## src/rtl/cardclk_pkg.sv

```systemverilog
`timescale 1ns/1ps
package cardclk_pkg;
   // word addresses of the register port
   localparam int unsigned CC_OFS_CTRL = 0;
   localparam int unsigned CC_OFS_STAT = 1;
   localparam int unsigned CC_OFS_RATE = 2;
   // control strobe positions
   localparam int unsigned CC_BIT_STOP  = 0;
   localparam int unsigned CC_BIT_START = 1;
endpackage

```

## src/rtl/cardclk_regs.sv

```systemverilog
`timescale 1ns/1ps
module cardclk_regs
   import cardclk_pkg::*;
#(
   parameter int unsigned DATA_W   = 32,
   parameter int unsigned ADDR_W   = 2,
   parameter int unsigned RATE_W   = 3,
   parameter int unsigned STAT_BIT = 8
) (
   input  logic              clk,
   input  logic              rst_n,
   input  logic              wr_en,
   input  logic [ADDR_W-1:0] wr_addr,
   input  logic [DATA_W-1:0] wr_data,
   input  logic [ADDR_W-1:0] rd_addr,
   input  logic              clk_run,
   output logic [DATA_W-1:0] rd_data,
   output logic              start_wr,
   output logic              stop_wr,
   output logic [RATE_W-1:0] rate_code
);
   localparam logic [ADDR_W-1:0] A_CTRL = ADDR_W'(CC_OFS_CTRL);
   localparam logic [ADDR_W-1:0] A_STAT = ADDR_W'(CC_OFS_STAT);
   localparam logic [ADDR_W-1:0] A_RATE = ADDR_W'(CC_OFS_RATE);

   logic              ctrl_hit;
   logic              rate_hit;
   logic [RATE_W-1:0] rate_q;
   logic              unused_wr_hi;

   assign ctrl_hit  = wr_en && (wr_addr == A_CTRL);
   assign rate_hit  = wr_en && (wr_addr == A_RATE);
   assign stop_wr   = ctrl_hit && wr_data[CC_BIT_STOP];
   assign start_wr  = ctrl_hit && wr_data[CC_BIT_START];
   assign rate_code = rate_q;
   assign unused_wr_hi = ^wr_data[DATA_W-1:RATE_W];

   always_ff @(posedge clk or negedge rst_n) begin
      if (!rst_n) begin
         rate_q <= '0;
      end else if (rate_hit) begin
         rate_q <= wr_data[RATE_W-1:0];
      end
   end

   always_comb begin
      rd_data = '0;
      case (rd_addr)
         A_STAT:  rd_data[STAT_BIT]     = clk_run;
         A_RATE:  rd_data[RATE_W-1:0]   = rate_q;
         default: rd_data               = '0;
      endcase
   end
endmodule

```

## src/rtl/cardclk_div.sv

```systemverilog
`timescale 1ns/1ps
module cardclk_div #(
   parameter int unsigned RATE_W = 3
) (
   input  logic              clk,
   input  logic              rst_n,
   input  logic              run,
   input  logic [RATE_W-1:0] code,
   output logic              term
);
   localparam int unsigned NCODE = 1 << RATE_W;
   localparam int unsigned CNT_W = NCODE - 1;

   logic [CNT_W-1:0] cnt_q;
   logic [NCODE-1:0] hit;

   // one terminal-count comparator per rate code
   for (genvar g = 0; g < NCODE; g++) begin : g_term
      localparam logic [CNT_W-1:0] LAST = CNT_W'((1 << g) - 1);
      assign hit[g] = (cnt_q == LAST);
   end

   assign term = run && hit[code];

   always_ff @(posedge clk or negedge rst_n) begin
      if (!rst_n) begin
         cnt_q <= '0;
      end else if (!run || hit[code]) begin
         cnt_q <= '0;
      end else begin
         cnt_q <= cnt_q + 1'b1;
      end
   end
endmodule

```

## src/rtl/cardclk_gate.sv

```systemverilog
`timescale 1ns/1ps
module cardclk_gate #(
   parameter int unsigned RATE_W = 3
) (
   input  logic              clk,
   input  logic              rst_n,
   input  logic              start_wr,
   input  logic              stop_wr,
   input  logic              term,
   input  logic [RATE_W-1:0] code_new,
   output logic              run_q,
   output logic              clk_q,
   output logic [RATE_W-1:0] code_q
);
   logic pend_q;
   logic stop_req;

   assign stop_req = pend_q || stop_wr;

   always_ff @(posedge clk or negedge rst_n) begin
      if (!rst_n) begin
         run_q  <= 1'b0;
         clk_q  <= 1'b0;
         pend_q <= 1'b0;
         code_q <= '0;
      end else if (!run_q) begin
         pend_q <= 1'b0;
         clk_q  <= 1'b0;
         if (start_wr && !stop_wr) begin
            run_q  <= 1'b1;
            code_q <= code_new;
         end
      end else if (!clk_q && stop_req) begin
         // output already low: gate off at once
         run_q  <= 1'b0;
         pend_q <= 1'b0;
      end else begin
         if (stop_wr) pend_q <= 1'b1;
         if (term) begin
            clk_q <= ~clk_q;
            if (clk_q) begin
               // falling edge: new low phase picks up the latest code
               code_q <= code_new;
               if (stop_req) begin
                  run_q  <= 1'b0;
                  pend_q <= 1'b0;
               end
            end
         end
      end
   end
endmodule

```

## src/rtl/cardclk_gen.sv

```systemverilog
`timescale 1ns/1ps
module cardclk_gen #(
   parameter int unsigned DATA_W   = 32,
   parameter int unsigned ADDR_W   = 2,
   parameter int unsigned RATE_W   = 3,
   parameter int unsigned STAT_BIT = 8
) (
   input  logic              clk,
   input  logic              rst_n,
   input  logic              wr_en,
   input  logic [ADDR_W-1:0] wr_addr,
   input  logic [DATA_W-1:0] wr_data,
   input  logic [ADDR_W-1:0] rd_addr,
   output logic [DATA_W-1:0] rd_data,
   output logic              card_clk
);
   if (DATA_W <= STAT_BIT) begin : g_bad_stat
      $error("cardclk_gen: STAT_BIT must lie inside DATA_W");
   end
   if (RATE_W < 2 || RATE_W > 4) begin : g_bad_rate
      $error("cardclk_gen: RATE_W must be 2 to 4");
   end
   if (ADDR_W < 2) begin : g_bad_addr
      $error("cardclk_gen: ADDR_W must reach three registers");
   end

   logic              start_wr;
   logic              stop_wr;
   logic              clk_run;
   logic              term;
   logic [RATE_W-1:0] rate_code;
   logic [RATE_W-1:0] code_act;

   cardclk_regs #(
      .DATA_W(DATA_W), .ADDR_W(ADDR_W), .RATE_W(RATE_W), .STAT_BIT(STAT_BIT)
   ) u_regs (
      .clk(clk), .rst_n(rst_n), .wr_en(wr_en), .wr_addr(wr_addr),
      .wr_data(wr_data), .rd_addr(rd_addr), .clk_run(clk_run),
      .rd_data(rd_data), .start_wr(start_wr), .stop_wr(stop_wr),
      .rate_code(rate_code)
   );

   cardclk_div #(.RATE_W(RATE_W)) u_div (
      .clk(clk), .rst_n(rst_n), .run(clk_run), .code(code_act), .term(term)
   );

   cardclk_gate #(.RATE_W(RATE_W)) u_gate (
      .clk(clk), .rst_n(rst_n), .start_wr(start_wr), .stop_wr(stop_wr),
      .term(term), .code_new(rate_code), .run_q(clk_run),
      .clk_q(card_clk), .code_q(code_act)
   );
endmodule

```

## config.mk

```make
export PLATFORM = sky130hd
export DESIGN_NAME = cardclk_gen
export DESIGN_NICKNAME = d
export VERILOG_FILES = /design/src/rtl/cardclk_pkg.sv /design/src/rtl/cardclk_regs.sv /design/src/rtl/cardclk_div.sv /design/src/rtl/cardclk_gate.sv /design/src/rtl/cardclk_gen.sv
export SDC_FILE = /design/constraint.sdc
export NUM_CORES = 1
export LEC_CHECK = 0
export BUFFER_PORTS_ARGS = -buffer_cell sky130_fd_sc_hd__buf_2
export CORE_MARGIN = 1.5
export CORE_UTILIZATION = 29
export CTS_CLUSTER_SIZE = 8
export DETAILED_ROUTE_END_ITERATION = 8
export HOLD_SLACK_MARGIN = 0.15
export PLACE_DENSITY = 0.65
export SLEW_MARGIN = 20
export SYNTH_ARGS = -nofsm -noshare
export SYNTH_HDL_FRONTEND = slang
export SYNTH_SLANG_ARGS = --single-unit
```

## constraint.sdc

```tcl
create_clock -name clk -period 2.8 [get_ports clk]
set_input_delay 0.56 -clock clk [delete_from_list [all_inputs] [get_ports clk]]
set_output_delay 0.56 -clock clk [all_outputs]
set_load 0.01 [all_outputs]
```

Word-level counts from Yosys, hierarchy flattened
Index checks and enable logic that the tools add are counted.
Widths: inputs -> output; s select.
{"block": "totals", "out_inout_bits": 33, "input_bits": 39, "latch_bits": 0, "n_memories": 0, "mem_bits_ro": 0, "mem_bits_rw": 0, "reg_bits": 16}
{"block": "classes", "reduce_logical": 17, "n_mul": 0, "n_eq_ne": 13, "n_shift": 0, "order_cmp": 1, "bitwise_logic": 1, "addsub": 1, "muxes": 25, "div_mod_pow": 0}
{"op": "$mux 3", "count": 6}
{"op": "$mux 1", "count": 17}
{"op": "$add 7x1->7 const B", "count": 1}
{"op": "$eq 7x1->1 const B", "count": 1}
{"op": "$eq 7x2->1 const B", "count": 1}
{"op": "$eq 7x3->1 const B", "count": 1}
{"op": "$eq 7x4->1 const B", "count": 1}
{"op": "$eq 7x5->1 const B", "count": 1}
{"op": "$eq 7x6->1 const B", "count": 1}
{"op": "$eq 7x7->1 const B", "count": 1}
{"op": "$logic_and 1x1->1", "count": 7}
{"op": "$logic_not 7->1", "count": 1}
{"op": "$mux 7", "count": 1}
{"op": "$ne 2x2->1 const B", "count": 3}
{"op": "$eq 2x2->1 const B", "count": 2}
{"op": "$lt 3x4->1 const B", "count": 1}
{"op": "$reduce_and 4->1", "count": 1}
{"op": "$bmux 1 s3", "count": 1}
{"op": "$logic_not 1->1", "count": 3}
{"op": "$eq 2x1->1 const B", "count": 1}
{"op": "$logic_not 2->1", "count": 1}
{"op": "$logic_or 1x1->1", "count": 2}
{"op": "$reduce_and 2->1", "count": 1}
{"op": "$reduce_bool 2->1", "count": 1}
{"op": "$not 1->1", "count": 1}

Logic depth before layout (Yosys ltp)
{"block": "depth", "ltp_word": 9, "mapped_depth": 7, "mapped_depth_nobuf": 7}

By module
A second synthesis with hierarchy kept.
{"block": "hier_totals", "hier_cells": 111, "hier_area_um2": 1181.1}
{"module": "cardclk_div", "instances": 1, "seq_area_each_um2": 175.2, "cells_per_inst": 48, "area_per_inst_um2": 493.0}
{"module": "cardclk_regs", "instances": 1, "seq_area_each_um2": 75.1, "cells_per_inst": 43, "area_per_inst_um2": 412.9}
{"module": "cardclk_gate", "instances": 1, "seq_area_each_um2": 150.1, "cells_per_inst": 20, "area_per_inst_um2": 275.3}

Least setup slack after synthesis
OpenSTA, ideal clock, no wires.
{"block": "synth_path", "path_type": "register -> register", "startpoint": "register u_div.cnt_q[4]", "endpoint": "register u_gate.code_q[0]", "arrival_ps": 1850, "period_less_slack_ps": 1978, "stages_incl_launch_ff": 6, "n_path_buf": 0, "setup_slack_ps": 822, "required_ps": 2672, "path_cell_list": "dfrtp_1 -> or3_1 -> a2111oi_0 -> o21ai_1 -> a31oi_4 -> mux2_1"}
{"block": "synth_between", "elab_chain_len": 6, "word_cells_on_any_way": 13, "classes_between": "eq/ne (8); mux (2); reduce/logical (3)"}
{"element": "start, declared", "line_no": "cardclk_div.sv:14", "text": "logic [CNT_W-1:0] cnt_q;"}
{"element": "start signal, assigned", "line_no": "cardclk_div.sv:31", "text": "cnt_q <= cnt_q + 1'b1;"}
{"element": "$eq 7x1->1, or another cell as far along", "line_no": "cardclk_div.sv:20", "text": "assign hit[g] = (cnt_q == LAST);"}
{"element": "$bmux 1 s3 (*)", "line_no": "cardclk_div.sv:23", "text": "assign term = run && hit[code];"}
{"element": "$mux 1 (implied by the code) (*)", "line_no": "cardclk_div.sv:23"}
{"element": "$logic_and 1x1->1 (*)", "line_no": "cardclk_div.sv:23"}
{"element": "$ne 2x2->1 (no line) (*)"}
{"element": "$reduce_and 4->1 (no line) (*)"}
{"element": "end signal, assigned", "line_no": "cardclk_gate.sv:31", "text": "code_q <= code_new;"}
{"element": "end signal, assigned", "line_no": "cardclk_gate.sv:43", "text": "code_q <= code_new;"}
{"element": "end, declared", "line_no": "cardclk_gate.sv:13", "text": "output logic [RATE_W-1:0] code_q"}
Mark *: on every way between the ends. The rest lies on a longest branch, timed or not. The select of a mux whose other input is x is not followed.
A chain may end at the register's enable or synchronous reset.

Worst setup path in the final report
{"block": "layout_path", "startpoint": "register u_div.cnt_q[4]", "endpoint": "register u_gate.code_q[1]"}
The elaborated chain is that of the path after synthesis.

==> out/results.ini <==
[global_route]
grt_max_degree = 17
grt_pass1_wl_mm = 2.70
track_usage_pct = 8.49
grt_antenna_before_repair = 0
first_global_vias = 619
grt-ovfl-total = 0

[placed_design]
dp_cells = 168
hpwl_mm = 1.24
portBuffers = 14
gp_congestion = 0.795

[clocking]
post_cts_buffers = 0
cts_made_buffers = 3
clock_latency_ns = 0.29
ctsHoldBuffers = 0
cts_resized = 0
clock_path_buffers = 2
cts.sinks = 16
cts-root-buf = clkbuf_4
cts_tree = built
cts.htree.levels = 1
clk_pin_slew_ns = 0.09

[yosys]
yosysWarnings = 0
ys.flop_type = dfrtp_1
syn_area_um2 = 1060
synthArstFlopShare_pct = 100
yosysTopAreaCell = dfrtp_1
ys_top_cells_by_area = dfrtp_1 38%, buf_4 20%, nor2_1 3.9%, ha_1 3.5%, mux2_1 3.2%
synth-edff-count = 0
ys_seq_elements = 16
synth_cell_types = 30
avgSynthCellArea_um2 = 9.66
ys_seq_area_share_pct = 37.7
synth_top_area_share_pct = 37.7
syn_inst = 110

[critical_path]
worstPathArrival_ns = 2.32
r2r_start = u_div.cnt_q[4]$_DFF_PN0_
endpoint_kind = flop
path_max_fanout = 6
reg2reg_to = u_gate.code_q[1]$_DFFE_PN0P_
cp_slowest_cell = dfrtp_1
worstPathCellList = or3_1 -> a2111oi_0 -> o21ai_1 -> a31oi_4 -> mux2_1
path_class = flop to flop
r2r.worst_path.cells = 5
cp-start-kind = flop
cp_slowest_stage_delay_ns = 0.44
cp.required_ns = 2.98
rrSetupSlack_ns = 0.65

[floorplanning]
die-area_um2 = 4030
start_util_pct = 31.1
ios = 72
fp.dieH_um = 63.5
die_x_um = 63.5
rows = 21
fp.coreArea_um2 = 3420

[timing]
setup_viol = 0
max_freq_mhz = 466
skew_ns = 0.00495
hold_viol = 0
period_share_pct = 76.7
slew_violations = 0
rsz0062_at_grt = no
hold-worst-slack_ns = 0.164
period_minus_slack_ns = 2.15
tns_ns = 0

[power_and_ir_drop]
ir_drop_mv = 0.290
leakage_uw = 0.000557
power_uw = 809
p_per_area_nw_per_um2 = 726

[drt]
drt_iter0_drc = 10
vias_per_cell = 4.05
routed_wl_mm = 1.64
drc = 0
firstDrtPassIters = 4
drtAntennaViolNets = 0
vias = 697
post_drt_wl_per_cell_um = 9.53

[worst_hold_path]
min_path_type = primary input to asynchronous set/reset pin

[run_status]
outcome = finished, final reports clean

[layout]
drive_above_1_share_pct = 18.3
instances_no_fill = 172
multi_input_area_um2 = 534
n_antenna_cell = 0
syn_to_final_growth_pct = 4.83
num-fill-cells = 361
nets = 169
regArea_um2 = 400

[job]
cap_violations = 0

## cell type report
cell class                      instances  share of cell area, %
Inverter                                4                   1.35
Multi-Input combinational cell         88                   48.0
Timing Repair Buffer                   14                   6.29
Tap cell                               46                   5.17
Clock buffer                            4                   3.26
Sequential cell                        16                   36.0
## worst max-delay path, delay by kind of cell, from the launching register on
kind / cells / cell delay, ns
muxes: 1 / 0.35
DFF: 1 / 0.44
and+or+nand+nor: 1 / 0.42
AOI/OAI and AO/OA: 3 / 0.82
## Yosys cell counts, types with 2 or more instances
cell and n:
buf_4 28, inv_1 4, mux2_2 3, ha_1 3, and3_1 3, nor2_1 11
xnor2_1 3, nand3b_1 2, a21oi_1 3, nand3_1 5, dfrtp_1 16, nor3b_1 2
xor2_1 3, nand2_1 4, mux2_1 3, and2_1 3
## cell families after synthesis
group | count (synthesis) | synth area share [%]
AOI/OAI and AO/OA | 9 | 7.42
xor gates and xnor gates | 6 | 4.95
adders and majority gates | 3 | 3.53
buffers and inverters | 33 | 21.6
DFF | 16 | 37.7
muxes | 7 | 7.30
other | 1 | 0.353
and+or+nand+nor | 35 | 17.2
## power breakdown
part	switching (µW)	internal, µW	total (µW)
combinational	154	119	273
sequential	89.1	295	384
clock	72.5	79.2	152
total	316	493	809
## registers in the layout, summed over array words and instances, names as in the netlist
register          cells
u_regs.rate_code      3
u_gate.run_q          1
u_gate.pend_q         1
u_gate.clk_q          1
u_div.cnt_q           7
u_gate.code_q         3
## how the worst max path moves through the flow
stage                                   from                            to  slack [ns]  cells past startpoint
floorplan           u_div.cnt_q[4]$_DFF_PN0_  u_gate.code_q[0]$_DFFE_PN0P_        0.82                      5
global placement    u_div.cnt_q[4]$_DFF_PN0_  u_gate.code_q[1]$_DFFE_PN0P_        0.72                      5
detailed placement  u_div.cnt_q[4]$_DFF_PN0_  u_gate.code_q[1]$_DFFE_PN0P_        0.66                      5
global route        u_div.cnt_q[4]$_DFF_PN0_  u_gate.code_q[1]$_DFFE_PN0P_        0.34                      5
CTS                 u_div.cnt_q[4]$_DFF_PN0_  u_gate.code_q[1]$_DFFE_PN0P_        0.62                      5
finish              u_div.cnt_q[4]$_DFF_PN0_  u_gate.code_q[1]$_DFFE_PN0P_        0.65                      5
## layout by cell type, fill, tap and decap left out, types with 2 or more instances in the layout
master / n
nand3_1: 5
and3_1: 3
xnor2_1: 3
and2_1: 3
dfrtp_1: 16
xor2_1: 3
a21oi_1: 3
ha_1: 3
mux2_1: 3
clkbuf_4: 3
nand3b_1: 2
mux2_2: 3
inv_1: 4
buf_2: 14
nor2_1: 11
nor3b_1: 2
nand2_1: 4
conb_1: 28
## stage by stage
stage / worst slack, ns / cell area (µm²) / utilization [%]
2_1_floorplan: 0.822 / 1160 / -
3_3_place_gp: 0.717 / 1080 / 31.5
3_5_place_dp: 0.664 / 1080 / 31.5
4_1_cts: 0.624 / 1110 / 32.6
5_1_grt: 0.342 / 1110 / 32.6
6_report: 0.652 / 1110 / 32.6
## metal layers
layer	share of wire [%]	global-route usage, %
met1	45	10.1
met5	0	0
met4	0	1.63
met2	47	13.9
met3	8.4	4.11
Power figures use the tool's default switching activity.
